<file path="src/rtl/way_rsz_pkg.sv">
package way_rsz_pkg;
  typedef enum logic {ST_IDLE, ST_FLUSH} rsz_state_e;
endpackage

</file>
<file path="src/rtl/way_rsz_req_hold.sv">
module way_rsz_req_hold #(
  parameter int NUM_WAYS = 16,
  parameter int GROUP    = 4,
  localparam int CNT_W   = $clog2(NUM_WAYS) + 1,
  localparam int NUM_GRP = NUM_WAYS / GROUP
) (
  input  logic                clk_i,
  input  logic                rst_ni,
  input  logic                req_valid_i,
  input  logic [CNT_W-1:0]    req_ways_i,
  input  logic                take_i,
  output logic                hold_vld_o,
  output logic [NUM_WAYS-1:0] hold_mask_o
);
  int                grp;
  logic [NUM_WAYS-1:0] new_mask;

  always_comb begin
    grp = (int'(req_ways_i) + GROUP - 1) / GROUP;
    if (grp < 1) grp = 1;
    if (grp > NUM_GRP) grp = NUM_GRP;
  end

  for (genvar w = 0; w < NUM_WAYS; w++) begin : g_mask
    localparam int GI = w / GROUP;
    assign new_mask[w] = (grp > GI);
  end

  always_ff @(posedge clk_i or negedge rst_ni) begin
    if (!rst_ni) begin
      hold_vld_o  <= 1'b0;
      hold_mask_o <= '0;
    end else if (req_valid_i) begin
      hold_vld_o  <= 1'b1;
      hold_mask_o <= new_mask;
    end else if (take_i) begin
      hold_vld_o  <= 1'b0;
    end
  end

  // a request is never lost
  p_req_held_r9: assert property (@(posedge clk_i) disable iff (!rst_ni)
    req_valid_i |=> hold_vld_o);
endmodule

</file>
<file path="src/rtl/way_rsz_flush_walk.sv">
module way_rsz_flush_walk #(
  parameter int NUM_WAYS = 16,
  parameter int NUM_SETS = 32,
  localparam int WAY_W   = $clog2(NUM_WAYS),
  localparam int SET_W   = $clog2(NUM_SETS)
) (
  input  logic                clk_i,
  input  logic                rst_ni,
  input  logic                run_i,
  input  logic [NUM_WAYS-1:0] depart_i,
  input  logic [NUM_WAYS-1:0] tag_valid_i,
  input  logic [NUM_WAYS-1:0] tag_dirty_i,
  input  logic                wb_ready_i,
  output logic [SET_W-1:0]    set_o,
  output logic                wb_valid_o,
  output logic [WAY_W-1:0]    wb_way_o,
  output logic                fin_o
);
  localparam logic [SET_W-1:0] LAST_SET = SET_W'(NUM_SETS - 1);

  logic [SET_W-1:0]    set_q;
  logic [NUM_WAYS-1:0] served_q, pending, pick_oh;
  logic [WAY_W-1:0]    pick_idx;

  assign pending = tag_valid_i & tag_dirty_i & depart_i & ~served_q;

  always_comb begin
    pick_oh  = '0;
    pick_idx = '0;
    for (int w = NUM_WAYS - 1; w >= 0; w--) begin
      if (pending[w]) begin
        pick_oh    = '0;
        pick_oh[w] = 1'b1;
        pick_idx   = WAY_W'(w);
      end
    end
  end

  assign set_o      = set_q;
  assign wb_valid_o = run_i && (|pending);
  assign wb_way_o   = pick_idx;
  assign fin_o      = run_i && !(|pending) && (set_q == LAST_SET);

  always_ff @(posedge clk_i or negedge rst_ni) begin
    if (!rst_ni) begin
      set_q    <= '0;
      served_q <= '0;
    end else if (!run_i) begin
      set_q    <= '0;
      served_q <= '0;
    end else if (|pending) begin
      if (wb_ready_i) served_q <= served_q | pick_oh;
    end else if (set_q != LAST_SET) begin
      set_q    <= set_q + 1'b1;
      served_q <= '0;
    end
  end

  // walk never skips or revisits a set
  p_set_step_r6: assert property (@(posedge clk_i) disable iff (!rst_ni)
    ($past(run_i) && run_i) |-> (set_q == $past(set_q) || set_q == $past(set_q) + 1'b1));
  // request held until accepted
  p_wb_hold_r7: assert property (@(posedge clk_i) disable iff (!rst_ni)
    (wb_valid_o && !wb_ready_i) |=> (wb_valid_o && $stable(wb_way_o) && $stable(set_o)));
endmodule

</file>
<file path="src/rtl/way_rsz_ctrl.sv">
module way_rsz_ctrl
  import way_rsz_pkg::*;
#(
  parameter int NUM_WAYS = 16,
  parameter int GROUP    = 4,
  parameter int NUM_SETS = 32,
  localparam int CNT_W   = $clog2(NUM_WAYS) + 1,
  localparam int WAY_W   = $clog2(NUM_WAYS),
  localparam int SET_W   = $clog2(NUM_SETS)
) (
  input  logic                clk_i,
  input  logic                rst_ni,
  input  logic                req_valid_i,
  input  logic [CNT_W-1:0]    req_ways_i,
  output logic [SET_W-1:0]    scan_set_o,
  input  logic [NUM_WAYS-1:0] tag_valid_i,
  input  logic [NUM_WAYS-1:0] tag_dirty_i,
  output logic                wb_valid_o,
  input  logic                wb_ready_i,
  output logic [SET_W-1:0]    wb_set_o,
  output logic [WAY_W-1:0]    wb_way_o,
  output logic [NUM_WAYS-1:0] way_en_o,
  output logic [NUM_WAYS-1:0] pwr_en_o,
  output logic [NUM_WAYS-1:0] inv_ways_o,
  output logic                done_o
);
  rsz_state_e          state_q;
  logic [NUM_WAYS-1:0] way_en_q, pwr_en_q, inv_q, depart_q, hold_mask;
  logic                done_q, hold_vld, take, fin;

  assign take = (state_q == ST_IDLE) && hold_vld;

  way_rsz_req_hold #(.NUM_WAYS(NUM_WAYS), .GROUP(GROUP)) u_hold (
    .clk_i, .rst_ni, .req_valid_i, .req_ways_i,
    .take_i      (take),
    .hold_vld_o  (hold_vld),
    .hold_mask_o (hold_mask)
  );

  way_rsz_flush_walk #(.NUM_WAYS(NUM_WAYS), .NUM_SETS(NUM_SETS)) u_walk (
    .clk_i, .rst_ni,
    .run_i       (state_q == ST_FLUSH),
    .depart_i    (depart_q),
    .tag_valid_i, .tag_dirty_i, .wb_ready_i,
    .set_o       (scan_set_o),
    .wb_valid_o,
    .wb_way_o,
    .fin_o       (fin)
  );

  assign wb_set_o   = scan_set_o;
  assign way_en_o   = way_en_q;
  assign pwr_en_o   = pwr_en_q;
  assign inv_ways_o = inv_q;
  assign done_o     = done_q;

  always_ff @(posedge clk_i or negedge rst_ni) begin
    if (!rst_ni) begin
      state_q  <= ST_IDLE;
      way_en_q <= '1;
      pwr_en_q <= '1;
      inv_q    <= '0;
      depart_q <= '0;
      done_q   <= 1'b0;
    end else begin
      inv_q  <= '0;
      done_q <= 1'b0;
      unique case (state_q)
        ST_IDLE: if (take) begin
          if (|(hold_mask & ~way_en_q)) begin
            // grow: enable, power and invalidate the new ways together
            way_en_q <= hold_mask;
            pwr_en_q <= hold_mask;
            inv_q    <= hold_mask & ~way_en_q;
            done_q   <= 1'b1;
          end else if (hold_mask == way_en_q) begin
            done_q   <= 1'b1;
          end else begin
            way_en_q <= hold_mask;
            depart_q <= way_en_q & ~hold_mask;
            state_q  <= ST_FLUSH;
          end
        end
        ST_FLUSH: if (fin) begin
          pwr_en_q <= way_en_q;
          depart_q <= '0;
          done_q   <= 1'b1;
          state_q  <= ST_IDLE;
        end
        default: state_q <= ST_IDLE;
      endcase
    end
  end

  // an enabled way is always powered
  p_en_powered_r5: assert property (@(posedge clk_i) disable iff (!rst_ni)
    (way_en_o & ~pwr_en_o) == '0);
  // write-backs target only ways already closed to allocation
  p_wb_departing_r6: assert property (@(posedge clk_i) disable iff (!rst_ni)
    wb_valid_o |-> !way_en_o[wb_way_o]);
  // ways lose power only when completion is flagged
  p_gate_on_done_r8: assert property (@(posedge clk_i) disable iff (!rst_ni)
    (|($past(pwr_en_o) & ~pwr_en_o)) |-> done_o);
  // invalidation only with a completed grow
  p_inv_done_r4: assert property (@(posedge clk_i) disable iff (!rst_ni)
    (|inv_ways_o) |-> (done_o && (inv_ways_o & ~way_en_o) == '0));
endmodule

</file>
<file path="config.mk">
export PLATFORM = sky130hd
export DESIGN_NAME = way_rsz_ctrl
export DESIGN_NICKNAME = d
export VERILOG_FILES = /design/src/rtl/way_rsz_pkg.sv /design/src/rtl/way_rsz_req_hold.sv /design/src/rtl/way_rsz_flush_walk.sv /design/src/rtl/way_rsz_ctrl.sv
export SDC_FILE = /design/constraint.sdc
export NUM_CORES = 1
export LEC_CHECK = 0
export ABC_AREA = 0
export BUFFER_PORTS_ARGS = -buffer_cell sky130_fd_sc_hd__buf_2
export CORE_ASPECT_RATIO = 0.9
export CORE_UTILIZATION = 55
export CTS_CLUSTER_DIAMETER = 40
export DETAILED_ROUTE_END_ITERATION = 16
export MAX_ROUTING_LAYER = met4
export PLACE_DENSITY = 0.95
export SLEW_MARGIN = 20
export SYNTH_ARGS = -nofsm -noshare
export SYNTH_HDL_FRONTEND = slang
export SYNTH_SLANG_ARGS = --single-unit
export TNS_END_PERCENT = 5
</file>
<file path="constraint.sdc">
create_clock -name clk_i -period 3.93 [get_ports clk_i]
set_clock_uncertainty 0.05 [all_clocks]
set_input_delay 0.1965 -clock clk_i [delete_from_list [all_inputs] [get_ports clk_i]]
set_output_delay 0.1965 -clock clk_i [all_outputs]
set_load 0.02 [all_outputs]
</file>
After elaboration in Yosys (flattened, before gate mapping):

Index checks and enable logic that the tools add are counted.
W data, S select, Z words.

* logic and storage cells: 125
* bits in registers: 101

* order comparisons: 6
* $add $sub $neg: 4
* mux-type cells: 67
* eq/ne operators: 13
* reductions and logical operators: 14
* bitwise operators: 11

Operators with widths (number)
* $mux W16: 32
* $and A16 B16 Y16: 5
* $gt A32 B3 Y1 const B: 2
* $mux W32: 2
* $mux W4: 16
* $pmux W16 S2: 2
* $not A16 Y16: 3
* $add A32 B1 Y32: 1
* $gt A32 B1 Y1 const B: 1
* $gt A32 B2 Y1 const B: 1
* $gt A32 B4 Y1 const B: 1
* $lt A32 B2 Y1 const B: 1
* $reduce_or A16 Y1: 2
* $sub A32 B2 Y32 const B: 1
* $eq A16 B16 Y1: 1
* $or A16 B16 Y16: 1
* $mux W5: 3
* $mux W1: 10
* $ne A2 B2 Y1 const B: 5
* $add A5 B3 Y6 const B: 1
* $ne A2 B1 Y1 const B: 3
* $reduce_and A3 Y1: 2
* $add A5 B1 Y5 const B: 1
* $eq A5 B5 Y1 const B: 1
* 12 further kinds: 17

Depth between registers and ports, before layout:

Gate-level depths: netlist of run 1.

* word-level depth: 23
* depth in mapped cells: 16

Modules after synthesis:

Synthesis of run 1 repeated with hierarchy kept, for this count alone.

* cells, all modules: 497
* area, all modules: 5277.6 um2

By module, submodules not included
* way_rsz_ctrl: instances 1, cells each 297, area each 3470.8 um2, sequential area each 1691.6 um2
* way_rsz_flush_walk: instances 1, cells each 169, area each 1496.4 um2, sequential area each 525.5 um2
* way_rsz_req_hold: instances 1, cells each 31, area each 310.3 um2, sequential area each 125.1 um2

Worst setup path before layout of run 1:

Ideal clock, no wire load.

* kind: input to register
* start: input req_ways_i[2]
* end: register u_hold.hold_mask_o[3]
* path buffers: 0
* cell stages on the path: 15
* arrival time: 3.595 ns
* data required time: 3.747 ns
* slack: 0.153 ns
* cells stage by stage: ha_1 nor2b_1 nand4b_1 inv_1 ha_1 ha_1 nand2b_1 mux2_2 or4_4 a22oi_1 and4_1 ha_1 or4_1 a2111oi_2 nor3_1

* longest elaborated chain between the ends: 9

RTL lines
* from (decl): line way_rsz_ctrl.sv:14 `input logic [CNT_W-1:0] req_ways_i,`
* $add A5 B3 Y6 *: line way_rsz_req_hold.sv:19 `grp = (int'(req_ways_i) + GROUP - 1) / GROUP;`
* $sub A32 B2 Y32 *: line way_rsz_req_hold.sv:19
* $and A1 B1 Y1 (no line)
* $add A32 B1 Y32 (no line) *
* $lt A32 B2 Y1: line way_rsz_req_hold.sv:20 `if (grp < 1) grp = 1;`
* $mux W32 *: line way_rsz_req_hold.sv:20
* $gt A32 B4 Y1: line way_rsz_req_hold.sv:21 `if (grp > NUM_GRP) grp = NUM_GRP;`
* $mux W32 *: line way_rsz_req_hold.sv:21
* $gt A32 B1 Y1 *: line way_rsz_req_hold.sv:26 `assign new_mask[w] = (grp > GI);`
* to (signal assigned): line way_rsz_req_hold.sv:35 `hold_mask_o <= new_mask;`
* to (decl): line way_rsz_req_hold.sv:13 `output logic [NUM_WAYS-1:0] hold_mask_o`

Mark *: on every way between the ends. The rest lies on a longest branch, timed or not.
A chain may end at the register's enable or synchronous reset.

Worst setup path after layout of run 1:

Ends and elaborated chain as after synthesis.

==> results of run 1 <==
## timing repair
action,CTS,global route
buffers inserted,0,0
resized for setup,0,4
endpoints found under the hold margin,0,0
endpoints found under the setup margin,0,2
hold buffers,0,0
## worst max path at each step
stage / start / end / slack [ns] / cells after the start
after floorplan: req_ways_i[2] / u_hold.hold_mask_o[3]$_DFFE_PN0P_ / 0.15 / 15
after global placement: req_ways_i[2] / u_hold.hold_mask_o[3]$_DFFE_PN0P_ / 0.11 / 16
after detailed placement: req_ways_i[2] / u_hold.hold_mask_o[3]$_DFFE_PN0P_ / -0.09 / 16
after CTS: req_ways_i[2] / u_hold.hold_mask_o[3]$_DFFE_PN0P_ / 0.23 / 16
after global routing: req_ways_i[2] / u_hold.hold_mask_o[3]$_DFFE_PN0P_ / 0.03 / 16
final: req_ways_i[2] / u_hold.hold_mask_o[3]$_DFFE_PN0P_ / 0.24 / 16
## power groups by stage
| stage | combinational, mW | clock (mW) | sequential [mW] |
|---|---|---|---|
| 4_1_cts | 1.16 | 0.367 | 0.791 |
| 3_5_place_dp | 1.15 | 0 | 0.798 |
| 2_1_floorplan | 0.932 | 0 | 0.803 |
| 3_3_place_gp | 1.12 | 0 | 0.784 |
| 5_1_grt | 1.27 | 0.389 | 0.819 |
| 6_report | 1.16 | 0.361 | 0.794 |
## cell type report
cell class	count	area [um2]	area share, %
clock inverters	3	46.3	1.24
flip-flops and latches	44	1110	29.6
clock buffers	5	68.8	1.84
inverters	17	63.8	1.70
repair buffers	108	551	14.7
well taps	70	87.6	2.34
multi-input cells	248	1820	48.5
## cells in the mapped netlist (all sizes together), types with 4 or more instances
cell | count | area, um2
o2bb2ai | 5 | 43.8
nand4b | 18 | 158
buf | 44 | 335
nand3 | 13 | 65.1
a32o | 6 | 60.1
nand2 | 35 | 131
o31ai | 4 | 30.0
nand2b | 4 | 25.0
a31oi | 4 | 25.0
a22oi | 5 | 37.5
and3 | 7 | 43.8
inv | 17 | 63.8
dfrtp | 36 | 901
o22ai | 4 | 25.0
ha | 15 | 188
and4b | 12 | 131
a21oi | 14 | 73.8
or4 | 5 | 41.3
clkbuf | 7 | 26.3
nor3 | 8 | 40.0
mux2 | 5 | 56.3
nor4 | 5 | 76.3
dfstp | 8 | 210
nand4 | 6 | 52.6
nor2 | 13 | 48.8
o21ai | 24 | 124
## routing by layer
metal,track usage (%),part of all wire (%)
met5,-,0
met4,8.62,1.4
met3,4.44,6.0
met2,45.7,51
met1,29.4,42
## worst max-delay path: stages
cell and delay, ns:
buf_2 0.14, ha_1 0.31, nor2b_1 0.17, nand4b_1 0.15, inv_1 0.09, ha_1 0.17
ha_2 0.21, nand2b_1 0.06, mux2_2 0.30, or4_4 0.47, a22oi_1 0.19, and4_1 0.21
ha_1 0.27, or4_4 0.45, a2111oi_4 0.33, nor3_1 0.09
## per-stage QoR
step / TNS, ns / util (%) / hold slack (ns)
global placement: 0 / 62.8 / 0.351
CTS: 0 / 64.8 / 0.0266
finish: 0 / 65.1 / -0.0261
floorplan: 0 / - / -0.149
detailed placement: -0.148 / 62.8 / 0.364
global route: 0 / 65.1 / 0.0593
## flip-flops by register name, indices dropped and copies added, names as in the netlist
register            flops
u_walk.set_o            5
u_hold.hold_vld_o       1
done_o                  1
way_en_o                4
inv_ways_o              4
u_hold.hold_mask_o      4
depart_q                4
u_walk.served_q        16
pwr_en_o                4
state_q                 1
## cell families (layout without fill, tap and decap cells)
| kind of cell | Yosys count | count (layout) | synth area share (%) |
|---|---|---|---|
| xor gates and xnor gates | 6 | 6 | 1.99 |
| and+or+nand+nor | 139 | 139 | 27.2 |
| AOI/OAI and AO/OA | 82 | 82 | 17.2 |
| buffers and inverters | 68 | 133 | 12.7 |
| adders and majority gates | 15 | 15 | 5.62 |
| muxes | 6 | 6 | 1.99 |
| DFF | 44 | 44 | 33.3 |
==> run_results.csv, run 1 <==
group,metric,value,unit
power_and_ir_drop,comb_power_share,50.2,%
worst_setup_path,reg2reg_from,"way_en_o[7]$_DFFE_PN1P_",
routing,ant_nets,0,
synth,dominantRegCellSynth,"dfrtp_1",
sta,tightest_slew,0.965,ns
floorplan,start_util,58.0,%
synth,yosysWarnings,0,
outcome,status,"finished, violations left",
worst_setup_path,cp.required,4.06,ns
synth,syn_avg_cell_area,9.27,um2
power_and_ir_drop,ir_drop,0.253,mV
worst_setup_path,path_class,"in -> reg",
floorplan,dieHeight,75.9,um
floorplan,pin_count,105,
synth,synth_edf_count,0,
global_route,grt_pass1_wl,12.4,mm
clock_tree,cts-root-buf,"clkbuf_8",
sta,slew_viol_final,0,
global_route,track_usage,25.4,%
placed_design,place_ws,-0.0903,ns
synth,synth.distinct_cells,57,
routing,finalWirelength,7.91,mm
layout,final_cell_mix,"buf_2, dfrtp_1, nand2_1",
synth,syn_area,0.00334,mm2
sta,rsz0062_at_grt,"no",
clock_tree,cts_sinks,44,
clock_tree,clk_pin_slew,0.08,ns
layout,final_cell_count_no_fill,495,
clock_tree,h-tree-depth,2,
layout,layout-drive-gt1-share,33.9,%
clock_tree,cts_buffers,5,
floorplan,coreArea,0.00576,mm2
worst_setup_path,worstSetupEndpointType,"register",
clock_tree,cts_tree,"built",
power_and_ir_drop,swShare,45.5,%
power_and_ir_drop,switchingPower,1.05,mW
floorplan,num_rows,26,
power_and_ir_drop,leakage,1.87,nW
outcome,failed_checks,"design-rule violations, negative hold slack",
routing,wire_per_inst,16.0,um
layout,design_area,0.00375,mm2
flow_run,drv_cap,0,
routing,drtPass1Iterations,11,
synth,yosysSeqAreaShare,33.3,%
routing,routed_via_density,6.21,
layout,num-nets-final,480,
placed_design,gp_congestion,0.934,
floorplan,die_area,0.00638,mm2
worst_hold_path,hold_class,"in -> async",
worst_setup_path,rr_worst_depth,7,
layout,final_common_cell,"buf_2",
global_route,grt_antenna_before_repair,0,
sta,setup_ws,0.245,ns
sta,clock.fmax,271,MHz
worst_setup_path,cp-start-kind,"input port",
layout,area_growth,12.3,%
power_and_ir_drop,powerDensity,619,mW/mm2
global_route,grt_pass1_vias,2786,
placed_design,port_buffers,104,
clock_tree,clk_path_buf_depth,2,
power_and_ir_drop,p_total,2.32,mW
placed_design,hpwl,5.93,mm
sta,post-route-period-util,93.8,%
sta,min_period,3.69,ns
routing,drc,14,
placed_design,place_inst,487,
sta,slew_headroom,35.7,%
power_and_ir_drop,intPower,1.26,mW
sta,whs,-0.0261,ns
global_route,grt_start_max_net_pins,45,
layout,num-fill-cells,436,
clock_tree,clkLatencyLatePin,0.31,ns
power_and_ir_drop,clock_power_share,15.6,%
routing,drt_iter0_drc,268,
placed_design,dpl_cell_area,0.00361,mm2
worst_setup_path,rrSetupSlack,1.49,ns
synth,ys_async_sr_fraction,100,%
layout,antenna_cells,0,
routing,vias,3074,
worst_setup_path,r2r-end,"depart_q[7]$_DFFE_PN0P_",
synth,syn-num-nets,416,
sta,hold_violations,17,
synth,postSynthCellCount,360,
power_and_ir_drop,p_seq_share,34.2,%
sta,setup_viol,0,
floorplan,die_w,84.1,um
worst_setup_path,crit_fanout,7,
worst_setup_path,crit_arrival,3.81,ns
synth,yosys_register_bits,44,
global_route,grt_overflow,0,
Note: power is estimated with default switching activity, not from simulation.
==> run 2, diff against run 1 <==
clock period = 4.3 ns   (was 3.93 ns; I/O delays follow)
==> run_results.csv, run 2 (synthesis results as in run 1) <==
group,metric,value,unit
floorplan,dieHeight,75.9,um
worst_hold_path,hold_class,"in -> async",
layout,num-nets-final,477,
floorplan,start_util,58.0,%
clock_tree,cts_tree,"built",
layout,final_common_cell,"buf_2",
worst_setup_path,crit_arrival,4.07,ns
power_and_ir_drop,switchingPower,0.960,mW
sta,whs,-0.00166,ns
floorplan,coreArea,0.00576,mm2
clock_tree,clk_path_buf_depth,2,
global_route,grt_start_max_net_pins,45,
power_and_ir_drop,clock_power_share,13.0,%
floorplan,pin_count,105,
routing,routed_via_density,6.21,
power_and_ir_drop,p_seq_share,35.3,%
sta,post-route-period-util,91.9,%
layout,area_growth,10.4,%
worst_setup_path,crit_chain,"buf_2 -> ha_1 -> nor2b_1 -> nand4b_1 -> inv_1 -> ha_1 -> ha_1 -> nand2b_1 -> mux2_2 -> or4_4 -> a22oi_1 -> and4_1 -> ha_1 -> or4_1 -> a2111oi_2 -> nor3_1",
floorplan,die_w,84.1,um
layout,layout-drive-gt1-share,32.9,%
worst_setup_path,reg2reg_from,"way_en_o[7]$_DFFE_PN1P_",
placed_design,place_inst,484,
worst_setup_path,rr_worst_depth,7,
power_and_ir_drop,p_total,2.05,mW
layout,top_register,"u_walk.served_q",
routing,ant_nets,0,
sta,clock.fmax,253,MHz
worst_setup_path,r2r-end,"depart_q[7]$_DFFE_PN0P_",
worst_setup_path,slowest_delay,0.47,ns
layout,final_cell_mix,"buf_2, dfrtp_1, nand2_1",
outcome,failed_checks,"design-rule violations, negative hold slack",
clock_tree,h-tree-depth,2,
worst_setup_path,worstSetupEndpointType,"register",
worst_setup_path,path_class,"in -> reg",
floorplan,die_area,0.00638,mm2
layout,largest_register_ffs,16,
routing,top_layer_used,"met4",
routing,wl_met1,3.34,mm
worst_setup_path,rrSetupSlack,1.80,ns
layout,design_area,0.00368,mm2
routing,drt_iter0_drc,285,
sta,slew_headroom,35.9,%
routing,wl_met2,4.04,mm
worst_setup_path,cp_slowest_cell,"or4_4",
layout,num-fill-cells,447,
worst_setup_path,crit_fanout,7,
placed_design,hpwl,6.07,mm
power_and_ir_drop,comb_power_share,51.6,%
clock_tree,clkLatencyLatePin,0.30,ns
layout,final_cell_count_no_fill,492,
clock_tree,cts_resized,0,
routing,wire_per_inst,16.0,um
global_route,track_usage,25.3,%
routing,vias,3056,
power_and_ir_drop,ir_drop,0.229,mV
routing,wl_met3,430,um
placed_design,gp_congestion,0.956,
clock_tree,clk_pin_slew,0.09,ns
worst_setup_path,cp.required,4.42,ns
routing,finalWirelength,7.89,mm
clock_tree,cts_setup_buffers,0,
global_route,grt_overflow,0,
power_and_ir_drop,swShare,46.8,%
sta,setup_viol,0,
clock_tree,cts_buffers,5,
worst_setup_path,startpoint,"req_ways_i[2]",
sta,hold_violations,1,
sta,min_period,3.95,ns
sta,slew_viol_final,0,
worst_setup_path,crit_path_end,"u_hold.hold_mask_o[3]$_DFFE_PN0P_",
flow_run,drv_cap,0,
clock_tree,cts-hold-fix-buffers,0,
sta,finalSetupTns,0,ns
outcome,status,"finished, violations left",
power_and_ir_drop,powerDensity,558,mW/mm2
layout,antenna_cells,0,
global_route,grt_antenna_before_repair,0,
global_route,grt_pass1_vias,2789,
sta,rsz0062_at_grt,"no",
power_and_ir_drop,intPower,1.09,mW
routing,drc,14,
placed_design,port_buffers,104,
routing,drtPass1Iterations,11,
clock_tree,cts_sinks,44,
global_route,grt_pass1_wl,12.5,mm
sta,tightest_slew,0.962,ns
floorplan,num_rows,26,
worst_setup_path,crit_path_frequent_cell,"ha_1",
clock_tree,cts-root-buf,"clkbuf_8",
power_and_ir_drop,leakage,1.84,nW
placed_design,dpl_cell_area,0.00359,mm2
worst_setup_path,cp-start-kind,"input port",
[run 2: per-layer routing]
metal | GRT usage, % | vias up
met5 | - | -
met4 | 9.00 | 0
met3 | 4.01 | 10
met2 | 45.0 | 143
met1 | 29.8 | 1474
li1 | - | 1429
[run 2: cell type report]
cell class	instances	area (um2)	area share (%)
timing repair buffer	105	528	14.3
clock inverter	3	23.8	0.645
inverter	17	63.8	1.73
sequential	44	1110	30.2
multi-input combinational	248	1800	48.9
clock buffer	5	68.8	1.87
tap	70	87.6	2.38
[run 2: stage by stage]
stage	util, %	worst slack (ns)
CTS	64.0	0.375
global placement	62.4	0.334
detailed placement	62.4	0.0617
finish	64.0	0.349
floorplan	-	0.504
global route	64.0	0.126
[run 2: worst min path at each step]
stage,startpoint,endpoint,slack [ns]
after CTS,rst_ni,u_walk.served_q[10]$_DFFE_PN0P_,0.05
final,rst_ni,u_walk.served_q[11]$_DFFE_PN0P_,-0.002
after global placement,rst_ni,u_walk.served_q[11]$_DFFE_PN0P_,0.36
after floorplan,rst_ni,depart_q[11]$_DFFE_PN0P_,-0.13
after global routing,rst_ni,u_walk.served_q[11]$_DFFE_PN0P_,0.09
after detailed placement,rst_ni,u_walk.served_q[11]$_DFFE_PN0P_,0.38
[run 2: power groups by stage]
stage	Sequential (mW)	Clock, mW	Combinational (mW)
after floorplan	0.733	0	0.852
after global placement	0.714	0	1.02
after detailed placement	0.728	0	1.05
after CTS	0.722	0.271	1.05
after global routing	0.753	0.288	1.15
final	0.726	0.268	1.06
[run 2: worst max-delay path, delay by kind of cell]
| family | cells | cell delay (ns) |
|---|---|---|
| AND/OR/NAND/NOR | 7 | 1.66 |
| adder cells (fa/ha/maj) | 4 | 1.11 |
| AO/OA/AOI/OAI | 2 | 0.55 |
| multiplexers | 1 | 0.30 |
| buffers and inverters | 2 | 0.24 |
==> run 3, diff against run 2 <==
ABC_AREA = 1   (was 0)
==> run_results.csv, run 3 <==
group,metric,value,unit
placed_design,gp_congestion,0.894,
worst_setup_path,crit_chain,"buf_2 -> ha_1 -> inv_1 -> nand3_1 -> nor2_2 -> nand2_1 -> inv_1 -> ha_1 -> ha_1 -> inv_1 -> o21ai_1 -> nand2_1 -> nor2_1 -> nand2_1 -> nor3_1 -> ha_1 -> o21a_1 -> a22oi_1 -> nand2_1",
outcome,status,"finished, violations left",
synth,synth.distinct_cells,36,
sta,setup_ws,1.36,ns
synth,syn-num-nets,474,
worst_setup_path,slowest_delay,0.31,ns
clock_tree,clk_path_buf_depth,2,
power_and_ir_drop,clock_power_share,11.0,%
layout,final_cell_count_no_fill,556,
synth,yosys.area.top_type,"dfrtp_1",
sta,slew_headroom,54.4,%
worst_hold_path,hold_class,"in -> reg",
layout,largest_register_ffs,16,
clock_tree,clkLatencyLatePin,0.31,ns
sta,tightest_slew,0.682,ns
synth,syn_avg_cell_area,7.67,um2
worst_setup_path,path_class,"in -> reg",
routing,drc,1,
layout,layout-drive-gt1-share,33.3,%
routing,drt_iter0_drc,133,
sta,setup_viol,0,
clock_tree,cts-hold-fix-buffers,0,
power_and_ir_drop,intPower,1.13,mW
synth,syn_area,0.00321,mm2
global_route,grt_pass1_vias,2584,
synth,yosys_register_bits,44,
global_route,grt_pass1_wl,10.8,mm
power_and_ir_drop,leakage,1.95,nW
clock_tree,cts-root-buf,"clkbuf_8",
routing,drtPass1Iterations,11,
worst_setup_path,cp.required,4.44,ns
routing,routed_via_density,5.25,
power_and_ir_drop,comb_power_share,60.6,%
clock_tree,cts_buffers,5,
layout,top_register,"u_walk.served_q",
floorplan,num_rows,26,
global_route,grt_antenna_before_repair,0,
synth,ys_top_cells_by_count,"nand2_1, inv_1, buf_4",
synth,yosysWarnings,0,
worst_setup_path,cp_slowest_cell,"ha_1",
power_and_ir_drop,swShare,53.6,%
synth,synth_edf_count,0,
power_and_ir_drop,switchingPower,1.30,mW
synth,postSynthCellCount,418,
sta,rsz0062_at_grt,"no",
synth,ys_async_sr_fraction,100,%
synth,yosysSeqAreaShare,34.6,%
worst_setup_path,cp-start-kind,"input port",
floorplan,coreArea,0.00566,mm2
floorplan,die_w,82.5,um
placed_design,port_buffers,104,
global_route,grt_overflow,0,
synth,yosys.area.top_type_share,28.1,%
clock_tree,cts_setup_buffers,0,
routing,wire_per_inst,12.3,um
layout,final_common_cell,"buf_2",
sta,post-route-period-util,68.5,%
clock_tree,cts_resized,0,
floorplan,die_area,0.00614,mm2
sta,whs,0.0472,ns
synth,yosysMostFrequentCell,"nand2_1",
worst_setup_path,crit_fanout,5,
sta,min_period,2.94,ns
placed_design,place_inst,546,
global_route,grt_start_max_net_pins,45,
sta,clock.fmax,340,MHz
routing,finalWirelength,6.83,mm
placed_design,place_ws,1.10,ns
flow_run,drv_cap,0,
clock_tree,clk_pin_slew,0.08,ns
floorplan,dieHeight,74.4,um
synth,dominantRegCellSynth,"dfrtp_1",
sta,slew_viol_final,0,
layout,final_cell_mix,"buf_2, nand2_1, inv_1",
outcome,failed_checks,"design-rule violations",
clock_tree,cts_tree,"built",
layout,num-nets-final,541,
placed_design,hpwl,5.31,mm
worst_setup_path,crit_arrival,3.09,ns
synth,synth_area_leaders,"dfrtp_1, buf_4, nand2_1, inv_1, dfstp_2",
layout,antenna_cells,0,
routing,vias,2917,
clock_tree,cts_sinks,44,
sta,hold_violations,0,
floorplan,pin_count,105,
power_and_ir_drop,powerDensity,676,mW/mm2
power_and_ir_drop,p_seq_share,28.4,%
floorplan,start_util,56.7,%
routing,ant_nets,0,
power_and_ir_drop,ir_drop,0.343,mV
global_route,track_usage,23.6,%
layout,area_growth,12.1,%
worst_setup_path,worstSetupEndpointType,"register",
clock_tree,h-tree-depth,2,
sta,finalSetupTns,0,ns
run 3: cell count changes after synthesis, sizes merged, moves of 6 or more:
| cell | change |
|---|---|
| o21ai | +6 |
| nand2 | +45 |
| nand3 | +23 |
| a21oi | +10 |
| clkbuf | -6 |
| nor2 | +41 |
| nand4b | -18 |
| a32o | -6 |
| and4b | -12 |
| nand4 | +6 |
| inv | +40 |
| and3 | -7 |
run 3: critical path, delay by kind of cell:
kind	cells	cell delay (ns)
AO/OA/AOI/OAI	3	0.50
adder cells (fa/ha/maj)	4	1.10
AND/OR/NAND/NOR	8	0.90
buffers and inverters	4	0.35
run 3: layer usage:
metal	global-route usage (%)	part of all wire, %
met4	10.5	3.2
met1	27.4	42
met2	39.9	49
met5	-	0
met3	4.17	5.8
run 3: cells by family after synthesis:
family                   after synthesis  synth area share, %
buffers and inverters                104                 17.7
flip-flops                            44                 34.6
AO/OA/AOI/OAI                         59                 11.1
XOR/XNOR                               2                0.546
adder cells (fa/ha/maj)               15                 5.85
AND/OR/NAND/NOR                      194                 30.1
run 3: through the flow:
| stage | cell area [um2] | util [%] | total power [mW] |
|---|---|---|---|
| 2_1_floorplan | 3210 | - | 1.99 |
| 3_3_place_gp | 3460 | 61.2 | 2.11 |
| 3_5_place_dp | 3460 | 61.2 | 2.16 |
| 4_1_cts | 3560 | 62.8 | 2.44 |
| 5_1_grt | 3590 | 63.5 | 2.61 |
| 6_report | 3590 | 63.5 | 2.43 |
run 3: power groups by stage:
stage	Sequential (mW)	Clock (mW)	Combinational [mW]
finish	0.690	0.267	1.47
global route	0.715	0.293	1.60
CTS	0.692	0.277	1.47
detailed placement	0.699	0	1.46
global placement	0.692	0	1.42
floorplan	0.739	0	1.25
run 3: path summary, 6_finish.rpt:
kind / start / endpoint / slack, ns / depth (start not counted)
max in group asynchronous: rst_ni / pwr_en_o[11]$_DFFE_PN1P_ / 3.23 / 3
min: req_valid_i / u_hold.hold_mask_o[12]$_DFFE_PN0P_ / 0.05 / 2
max reg2reg: depart_q[3]$_DFFE_PN0P_ / u_walk.set_o[0]$_DFFE_PN0P_ / 1.98 / 9
max: req_ways_i[2] / u_hold.hold_mask_o[11]$_DFFE_PN0P_ / 1.36 / 19
min in group asynchronous: rst_ni / u_walk.served_q[13]$_DFFE_PN0P_ / 0.38 / 2
min reg2reg: u_walk.served_q[4]$_DFFE_PN0P_ / u_walk.served_q[4]$_DFFE_PN0P_ / 0.47 / 2
run 3: area by class of cell:
class	instances	area, um2
repair buffers	106	558
well taps	70	87.6
flip-flops and latches	44	1110
inverters	58	218
clock buffers	6	82.6
clock inverters	2	10.0
fillers	462	2070
multi-input cells	270	1530
